==> config.mk <==
export PLATFORM = sky130hd
export DESIGN_NAME = pwm_edge_bank
export DESIGN_NICKNAME = d
export VERILOG_FILES = /design/src/rtl/pwm_edge_pkg.sv /design/src/rtl/pwm_edge_decode.sv /design/src/rtl/pwm_edge_timebase.sv /design/src/rtl/pwm_edge_chan.sv /design/src/rtl/pwm_edge_bank.sv
export SDC_FILE = /design/constraint.sdc
export NUM_CORES = 1
export LEC_CHECK = 0
export BUFFER_PORTS_ARGS = -buffer_cell sky130_fd_sc_hd__buf_2
export CAP_MARGIN = 20
export CORE_MARGIN = 8
export CORE_UTILIZATION = 49
export CTS_CLUSTER_DIAMETER = 80
export CTS_CLUSTER_SIZE = 8
export DETAILED_ROUTE_END_ITERATION = 6
export PLACE_DENSITY_LB_ADDON = 0.12
export SLEW_MARGIN = 25
export SYNTH_ARGS = -nofsm -noshare
export SYNTH_HDL_FRONTEND = slang
export SYNTH_SLANG_ARGS = --single-unit
==> constraint.sdc <==
create_clock -name clk -period 5.4 [get_ports clk]
set_clock_uncertainty 0.05 [all_clocks]
set_input_delay 0.27 -clock clk [delete_from_list [all_inputs] [get_ports clk]]
set_output_delay 0.27 -clock clk [all_outputs]
set_load 0.1 [all_outputs]
==> src/rtl/pwm_edge_pkg.sv <==
`timescale 1ns/1ps
package pwm_edge_pkg;

  // Byte offsets of the register file; decode depends on these.
  localparam int unsigned OFS_PRESCALE  = 32'h00;
  localparam int unsigned OFS_PERIOD    = 32'h04;
  localparam int unsigned OFS_ENABLE    = 32'h08;
  localparam int unsigned OFS_EDGE      = 32'h10;
  localparam int unsigned OFS_SYNC      = 32'hE4;

  localparam int unsigned ENABLE_STRIDE = 4;  // one enable byte per word
  localparam int unsigned ENABLE_BITS   = 8;  // channels per enable byte
  localparam int unsigned EDGE_STRIDE   = 8;  // rise word then fall word

  typedef enum logic [2:0] {
    RK_NONE,
    RK_PRESCALE,
    RK_PERIOD,
    RK_ENABLE,
    RK_RISE,
    RK_FALL,
    RK_SYNC
  } reg_kind_e;

endpackage

==> src/rtl/pwm_edge_decode.sv <==
`timescale 1ns/1ps
module pwm_edge_decode
  import pwm_edge_pkg::*;
#(
  parameter int NCH = 16,
  parameter int AW  = 8,
  parameter int IW  = 4
) (
  input  logic [AW-1:0] addr,
  output reg_kind_e     kind,
  output logic [IW-1:0] idx
);

  localparam int unsigned EN_REGS  = (NCH + ENABLE_BITS - 1) / ENABLE_BITS;
  localparam int unsigned EN_END   = OFS_ENABLE + ENABLE_STRIDE * EN_REGS;
  localparam int unsigned EDGE_END = OFS_EDGE + EDGE_STRIDE * NCH;

  int unsigned a;

  always_comb begin
    a    = 32'(addr);
    kind = RK_NONE;
    idx  = '0;
    if (a[1:0] == 2'b00) begin
      if (a == OFS_PRESCALE) begin
        kind = RK_PRESCALE;
      end else if (a == OFS_PERIOD) begin
        kind = RK_PERIOD;
      end else if (a >= OFS_ENABLE && a < EN_END) begin
        kind = RK_ENABLE;
        idx  = IW'((a - OFS_ENABLE) / ENABLE_STRIDE);
      end else if (a >= OFS_EDGE && a < EDGE_END) begin
        kind = (((a - OFS_EDGE) % EDGE_STRIDE) == 0) ? RK_RISE : RK_FALL;
        idx  = IW'((a - OFS_EDGE) / EDGE_STRIDE);
      end else if (a == OFS_SYNC) begin
        kind = RK_SYNC;
      end
    end
  end

endmodule

==> src/rtl/pwm_edge_timebase.sv <==
`timescale 1ns/1ps
module pwm_edge_timebase #(
  parameter int DW = 8
) (
  input  logic          clk,
  input  logic          rst_n,
  input  logic [DW-1:0] prescale,
  input  logic [DW-1:0] period,
  output logic          tick,
  output logic          wrap,
  output logic [DW-1:0] count
);

  logic [DW-1:0] pre_q;
  logic [DW-1:0] cnt_q;

  // ">=" keeps both counters bounded if software shrinks a limit mid-run.
  assign tick  = (pre_q >= prescale);
  assign wrap  = tick && (cnt_q >= period);
  assign count = cnt_q;

  always_ff @(posedge clk or negedge rst_n) begin
    if (!rst_n) begin
      pre_q <= '0;
      cnt_q <= '0;
    end else begin
      pre_q <= tick ? '0 : pre_q + 1'b1;
      if (wrap)      cnt_q <= '0;
      else if (tick) cnt_q <= cnt_q + 1'b1;
    end
  end

  AST_PRESCALE_STEP: assert property (@(posedge clk) disable iff (!rst_n)
    !tick |=> pre_q == $past(pre_q) + 1'b1);

  AST_PERIOD_RESTART: assert property (@(posedge clk) disable iff (!rst_n)
    wrap |=> (cnt_q == '0) && (pre_q == '0));

  AST_COUNT_ADVANCE: assert property (@(posedge clk) disable iff (!rst_n)
    (tick && !wrap) |=> cnt_q == $past(cnt_q) + 1'b1);

endmodule

==> src/rtl/pwm_edge_chan.sv <==
`timescale 1ns/1ps
module pwm_edge_chan #(
  parameter int DW       = 8,
  parameter bit SHADOWED = 1'b1
) (
  input  logic          clk,
  input  logic          rst_n,
  input  logic          en,
  input  logic          sync_on,
  input  logic          wr_rise,
  input  logic          wr_fall,
  input  logic [DW-1:0] wdata,
  input  logic          tick,
  input  logic          wrap,
  input  logic [DW-1:0] count,
  output logic [DW-1:0] rise_act,
  output logic [DW-1:0] fall_act,
  output logic          out
);

  logic [DW-1:0] rise_q;
  logic [DW-1:0] fall_q;
  logic          hit_r;
  logic          hit_f;

  generate
    if (SHADOWED) begin : g_shadow
      logic [DW-1:0] rise_sh;
      logic [DW-1:0] fall_sh;

      always_ff @(posedge clk or negedge rst_n) begin
        if (!rst_n) begin
          rise_sh <= '0;
          fall_sh <= '0;
          rise_q  <= '0;
          fall_q  <= '0;
        end else begin
          if (wr_rise) rise_sh <= wdata;
          if (wr_fall) fall_sh <= wdata;
          if (!sync_on) begin
            if (wr_rise) rise_q <= wdata;
            if (wr_fall) fall_q <= wdata;
          end else if (wrap) begin
            rise_q <= rise_sh;
            fall_q <= fall_sh;
          end
        end
      end

      AST_SHADOW_HOLD: assert property (@(posedge clk) disable iff (!rst_n)
        (sync_on && !wrap) |=> $stable(rise_q) && $stable(fall_q));

    end else begin : g_direct

      always_ff @(posedge clk or negedge rst_n) begin
        if (!rst_n) begin
          rise_q <= '0;
          fall_q <= '0;
        end else begin
          if (wr_rise) rise_q <= wdata;
          if (wr_fall) fall_q <= wdata;
        end
      end

      AST_DIRECT_WRITE: assert property (@(posedge clk) disable iff (!rst_n)
        wr_rise |=> rise_q == $past(wdata));

    end
  endgenerate

  assign hit_r    = (count == rise_q);
  assign hit_f    = (count == fall_q);
  assign rise_act = rise_q;
  assign fall_act = fall_q;

  always_ff @(posedge clk or negedge rst_n) begin
    if (!rst_n) begin
      out <= 1'b0;
    end else if (!en) begin
      out <= 1'b0;
    end else if (tick) begin
      if (hit_r && hit_f) out <= ~out;
      else if (hit_r)     out <= 1'b1;
      else if (hit_f)     out <= 1'b0;
    end
  end

  AST_EQUAL_TOGGLE: assert property (@(posedge clk) disable iff (!rst_n)
    (en && tick && hit_r && hit_f) |=> out != $past(out));

  AST_OFF_LOW: assert property (@(posedge clk) disable iff (!rst_n)
    !en |=> !out);

endmodule

==> src/rtl/pwm_edge_bank.sv <==
`timescale 1ns/1ps
module pwm_edge_bank
  import pwm_edge_pkg::*;
#(
  parameter int             NCH         = 16,
  parameter int             DW          = 8,
  parameter int             AW          = 8,
  parameter logic [NCH-1:0] SHADOW_MASK = '1
) (
  input  logic           clk,
  input  logic           rst_n,
  input  logic           bus_we,
  input  logic [AW-1:0]  bus_addr,
  input  logic [DW-1:0]  bus_wdata,
  output logic [DW-1:0]  bus_rdata,
  output logic [NCH-1:0] pwm_out
);

  localparam int IW      = (NCH > 1) ? $clog2(NCH) : 1;
  localparam int EN_REGS = (NCH + ENABLE_BITS - 1) / ENABLE_BITS;
  localparam int ENP     = EN_REGS * ENABLE_BITS;

  logic [DW-1:0]  prescale_q;
  logic [DW-1:0]  period_q;
  logic [NCH-1:0] en_q;
  logic           sync_q;
  logic [ENP-1:0] en_pad;

  reg_kind_e      kind;
  logic [IW-1:0]  idx;

  logic           tick;
  logic           wrap;
  logic [DW-1:0]  count;

  logic [DW-1:0]  rise_act [NCH];
  logic [DW-1:0]  fall_act [NCH];

  pwm_edge_decode #(.NCH(NCH), .AW(AW), .IW(IW)) u_decode (
    .addr (bus_addr),
    .kind (kind),
    .idx  (idx)
  );

  pwm_edge_timebase #(.DW(DW)) u_timebase (
    .clk      (clk),
    .rst_n    (rst_n),
    .prescale (prescale_q),
    .period   (period_q),
    .tick     (tick),
    .wrap     (wrap),
    .count    (count)
  );

  generate
    for (genvar i = 0; i < NCH; i++) begin : g_chan
      logic wr_r;
      logic wr_f;
      assign wr_r = bus_we && (kind == RK_RISE) && (idx == IW'(i));
      assign wr_f = bus_we && (kind == RK_FALL) && (idx == IW'(i));

      pwm_edge_chan #(.DW(DW), .SHADOWED(SHADOW_MASK[i])) u_chan (
        .clk      (clk),
        .rst_n    (rst_n),
        .en       (en_q[i]),
        .sync_on  (sync_q),
        .wr_rise  (wr_r),
        .wr_fall  (wr_f),
        .wdata    (bus_wdata),
        .tick     (tick),
        .wrap     (wrap),
        .count    (count),
        .rise_act (rise_act[i]),
        .fall_act (fall_act[i]),
        .out      (pwm_out[i])
      );
    end
  endgenerate

  // Control registers: never shadowed.
  always_ff @(posedge clk or negedge rst_n) begin
    if (!rst_n) begin
      prescale_q <= '0;
      period_q   <= '0;
      en_q       <= '0;
      sync_q     <= 1'b0;
    end else if (bus_we) begin
      case (kind)
        RK_PRESCALE: prescale_q <= bus_wdata;
        RK_PERIOD:   period_q   <= bus_wdata;
        RK_SYNC:     sync_q     <= bus_wdata[0];
        RK_ENABLE: begin
          for (int i = 0; i < NCH; i++) begin
            if ((i / ENABLE_BITS) == int'(idx)) en_q[i] <= bus_wdata[i % ENABLE_BITS];
          end
        end
        default: ;
      endcase
    end
  end

  assign en_pad = ENP'(en_q);

  always_comb begin
    bus_rdata = '0;
    case (kind)
      RK_PRESCALE: bus_rdata = prescale_q;
      RK_PERIOD:   bus_rdata = period_q;
      RK_SYNC:     bus_rdata = DW'(sync_q);
      RK_ENABLE:   bus_rdata = DW'(en_pad[idx*ENABLE_BITS +: ENABLE_BITS]);
      RK_RISE:     bus_rdata = rise_act[idx];
      RK_FALL:     bus_rdata = fall_act[idx];
      default:     bus_rdata = '0;
    endcase
  end

endmodule

* After elaboration in Yosys (flattened, before gate mapping) *
Index checks and enable logic that the tools add are counted.

storage, ports and cells
  flip-flop bits (word level) = 577
  input port bits = 19
  output and inout bits = 24
  logic and storage cells = 546

operators by class
  $add $sub $neg = 4
  order comparisons = 7
  equality and inequality tests = 89
  shifts and indexed selects = 1
  multiplexer cells = 198
  bitwise logic cells = 17
  reduce and logical (&&, ||, !) cells = 143

operator list
  operator                                                                             number
  8-bit 2-to-1 mux                                                                     103
  8-bit == test                                                                        32
  2-bit AND reduction                                                                  51
  1-bit 2-to-1 mux                                                                     81
  2-bit nonzero test                                                                   33
  8-bit binary-select mux with 4-bit select                                            2
  4-bit by 1-bit != test with 1-bit output, second input constant                      16
  1-bit logical AND                                                                    53
  8-bit case mux with 6 select lines                                                   1
  2-bit by 1-bit != test with 1-bit output, second input constant                      17
  4-bit == test, second input constant                                                 8
  32-bit zero test                                                                     1
  4-bit 2-to-1 mux                                                                     5
  3-bit 2-to-1 mux                                                                     6
  8-bit by 1-bit adder with 8-bit output, second input constant                        2
  4-bit by 3-bit == test with 1-bit output, second input constant                      4
  8-bit greater-or-equal comparator                                                    2
  1-bit NOT                                                                            16
  16-bit by 8-bit indexed part select with 8-bit output                                1
  3-bit == test, second input constant                                                 3
  4-bit by 2-bit == test with 1-bit output, second input constant                      2
  8-bit by 3-bit == test with 1-bit output, second input constant                      1
  8-bit == test, second input constant                                                 1
  8-bit by 4-bit greater-or-equal comparator with 1-bit output, second input constant  1
  other kinds (15)                                                                     17

* Depth between registers and ports, before layout *
  depth after elaboration = 13
  mapped depth = 15
  gate-level depth less buffers = 9

* By module *
Synthesis repeated with hierarchy kept, for this count alone.

second synthesis, totals
  cell total of the unflattened synthesis = 2858
  area total of the unflattened synthesis = 32675.1 um2

by module, submodules not included
  module             instances  cells each  area each (um2)  seq. area each (um2)
  pwm_edge_chan      16         146         1711.6           825.8
  pwm_edge_bank      1          358         3870.0           825.8
  pwm_edge_timebase  1          128         1181.1           400.4
  pwm_edge_decode    1          36          237.7            0.0

* Worst setup path after synthesis *
OpenSTA, ideal clock, no wires.

  path type = input -> output
  start = in bus_addr[3]
  end = out bus_rdata[3]
  arrival = 4.418 ns
  path slack = 0.662 ns
  cell stages on the path = 11
  buffers on the path = 4
  cell sequence = buf_2 inv_1 ha_1 xor2_1 a211oi_1 a311o_1 buf_6 buf_4 buf_2 a311oi_1 o311ai_1

on the way
  longest elaborated chain between the ends = 12
  elaborated cells between the ends (all ways) = 37
  classes of those cells = add/sub (2); order compare (4); eq/ne (8); shift (1); mux (18); bitwise (1); reduce/logical (3)

ends and longest elaborated chain
  what                                                                                                RTL line                                    source
  from (decl)                                                                                         pwm_edge_bank.sv:13                         input logic [AW-1:0] bus_addr,
  8-bit by 5-bit greater-or-equal comparator with 1-bit output or 8-bit < comparator (tied branches)  pwm_edge_decode.sv:32                       end else if (a >= OFS_EDGE && a < EDGE_END) begin
  1-bit logical AND                                                                                   pwm_edge_decode.sv:32
  4-bit 2-to-1 mux                                                                                    pwm_edge_decode.sv:32
  4-bit 2-to-1 mux                                                                                    pwm_edge_decode.sv:29                       end else if (a >= OFS_ENABLE && a < EN_END) begin
  4-bit 2-to-1 mux                                                                                    pwm_edge_decode.sv:27                       end else if (a == OFS_PERIOD) begin
  4-bit 2-to-1 mux                                                                                    pwm_edge_decode.sv:25                       if (a == OFS_PRESCALE) begin
  4-bit 2-to-1 mux                                                                                    pwm_edge_decode.sv:24                       if (a[1:0] == 2'b00) begin
  4-bit NOT with 5-bit output (implied by the code)                                                   pwm_edge_bank.sv:111, pwm_edge_bank.sv:112
  8-bit binary-select mux with 4-bit select, on equally long branches                                 pwm_edge_bank.sv:112, pwm_edge_bank.sv:111
  8-bit 2-to-1 mux, on equally long branches (2 in series)                                            pwm_edge_bank.sv:112, pwm_edge_bank.sv:111
  8-bit case mux with 6 select lines (*)                                                              pwm_edge_bank.sv:106                        case (kind)
  to (decl)                                                                                           pwm_edge_bank.sv:15                         output logic [DW-1:0] bus_rdata,

Mark *: on every way between the ends. The rest lies on a longest branch, timed or not. The select of a mux whose other input is x is not followed.

* Worst setup path in the final report *
  start = in bus_addr[4]
  end = out bus_rdata[2]

The elaborated chain is that of the path after synthesis.

==> metrics <==
Final setup viols 0; Pleak 17.35 nW; final wirelength 128.5 mm; number of buffers inserted by hold repair at cts 1; FF-to-FF Start prescale_q[5]; post-synthesis cell type count 72; Main synth FF type dfrtp_1; Synth Net Count 3,629; crit path max fanout 37; Area Overhead vs Synth 8.048%; instance count of the mapped netlist 3,587; DP Worst Slack 0.7495 ns; share of layout cells above drive strength 1 0.1019; Mean Syn Cell Area 9.423 sq um; fraction of registers with async set/reset 1.000; hold path endpoint sync_q; initial antenna violation count 7; Final period util 0.8924; beginning of the worst hold path bus_we; DRT Pass-1 Iters 7; Residual DRC 0; Yosys top cell by area dfrtp_1; Detail Route Antenna Nets 0; Starting Density 0.4937; Routed WL per cell 29.67 um; DP Area 34,210 sq um; TritonCTS Buffers 84; clock group share of total power 0.257; power per cell area 512.8 nW/um^2; run status completed; Final Net Count 3,471; Max-Cap Viols 0; arrival time worst endpoint 4.50 ns; CTS resizes 0; Sw Share 0.4436; most frequent cells in the layout dfrtp_1 (568), nand3_1 (338), o21ai_0 (300), a31oi_1 (284), and2_1 (258); placement row count 96; Port-buffer cells 42; CTS H-tree depth 3; Die Area 77,640 sq um; final hold vios 0; placeable core region 68,470 sq um; largest cells by area after synthesis dfrtp_1 (43%), xor2_1 (6.4%), a21o_1 (5.7%); post-layout min period 4.819 ns; GRT Util Overall 0.3218; maximum VDD drop 726.7 uV; Flop pwr share 0.400; critical path class input port to output port; design area 36,520 sq um; mapped cell area 33,800 sq um; Setup crit end kind output port; Crit path required time 5.08 ns; commonest non-fill, non-tap cell in the layout dfrtp_1; Vias 30,259; Max clock buf depth 3; #FFs+latches synth 577; top cell type's share of synthesized area 0.4272; Cells after DPL 4,223; Yosys warnings 0; Internal Power 10.42 mW; CTS Sinks 577; vias per inst 6.990; R2R Setup Slk 1.63 ns; Clock Tree Root clkbuf_16; switching power total 8.307 mW; Die Span Y 278.6 um; Tightest Hold Check Type input port to register; clock slew at reported path FFs 0.05 ns; register area share after synthesis 0.4272; Slew @ Worst Pin 1.356 ns; worst skew pair latency 0.65 ns; die width 278.6 um; hold path cells 3; reg2reg end g_chan[4].u_chan.fall_act[4]; Setup Buffers After CTS 0; Max Clk Rate 207.5 MHz; TritonCTS clock tree yes; gp weighted congestion 0.9390; Non-Filler Instances 4,329; DP Wirelength 79.99 mm; total power 18.73 mW; Reg2Reg Depth 8; number of global-route vias before repair 29,634; first-pass GRT wire length 194.2 mm; RSZ-0062 raised after global routing false; pin count of the biggest net entering global routing 226; EDFF count, synth 0; DRT iter0 DRCs 4,078; utilization after layout 0.5334; worst hold slack 0.03015 ns; GRT Residual Overflow 0; Final WS setup 0.5811 ns; relative slew slack 0.09614; setup TNS 0 ns; # IOs 43; logic gate share of total power 0.343; Startpoint Class input port; Slew Viols, Final 0
## cell families after synthesis
family	synth area share
AOI/OAI and AO/OA	0.2394
and+or+nand+nor	0.1879
DFF	0.4272
buffers and inverters	0.05216
xor gates and xnor gates	0.06945
muxes	0.01544
adders and majority gates	0.008514
## cells in the mapped netlist (33+ instances only)
library cell,instances
buf_4,37
a21o_1,257
xor2_1,246
o21ai_0,300
nand3_1,338
clkbuf_1,239
dfrtp_1,577
mux2_2,33
nand2_1,251
and2_1,259
a211oi_1,248
nor4_1,48
and3_1,39
a31oi_1,284
## state kept, by name, summed over array words and instances, names as in the netlist
name	cells
period_q	8
prescale_q	8
u_timebase.count	8
g_chan.u_chan.out	16
u_timebase.pre_q	8
en_pad	16
sync_q	1
g_chan.u_chan.rise_act	128
g_chan.u_chan.fall_act	128
g_chan.u_chan.g_shadow.rise_sh	128
g_chan.u_chan.g_shadow.fall_sh	128
## critical path: stages
cell	delay [ns]
buf_2	0.13
inv_1	0.15
ha_1	0.23
nor2b_2	0.56
xnor2_4	0.30
nand2_2	0.55
buf_4	0.47
and3_1	0.22
a311oi_1	0.68
o21ai_1	0.20
nand4_1	0.23
buf_2	0.48
## per-layer routing
metal	part of all wire	vias to the layer above	GRT usage
met5	0.00033	-	0
met4	0.045	4	0.1342
met3	0.087	354	0.06261
met2	0.45	1653	0.4935
met1	0.42	15448	0.4448
li1	-	12800	-
## power groups by stage
stage                     Clock [mW]  Sequential, mW  Combinational, mW
after floorplan                    0            6.38               4.49
after global placement             0            7.43               6.06
after detailed placement           0            7.46               6.26
after CTS                       4.87            7.41               6.28
after global routing            5.02            7.52               6.94
final                           4.82            7.49               6.42
## area by class of cell
cell class,instances,area [sq um]
multi-input combinational,2638,17660
fill,6138,31950
clock buffer,90,2135
sequential,577,14450
clock inverter,11,131.4
antenna,3,7.507
tap,882,1104
inverter,23,86.33
timing repair buffer,105,940.9
## worst max-delay path by stage
stage,startpoint,end,cells after the start
global route,bus_addr[4],bus_rdata[2],12
global placement,bus_addr[4],bus_rdata[2],12
floorplan,bus_addr[3],bus_rdata[3],11
finish,bus_addr[4],bus_rdata[2],12
CTS,bus_addr[4],bus_rdata[2],12
detailed placement,bus_addr[4],bus_rdata[2],12
Power figures use the tool's default switching activity.
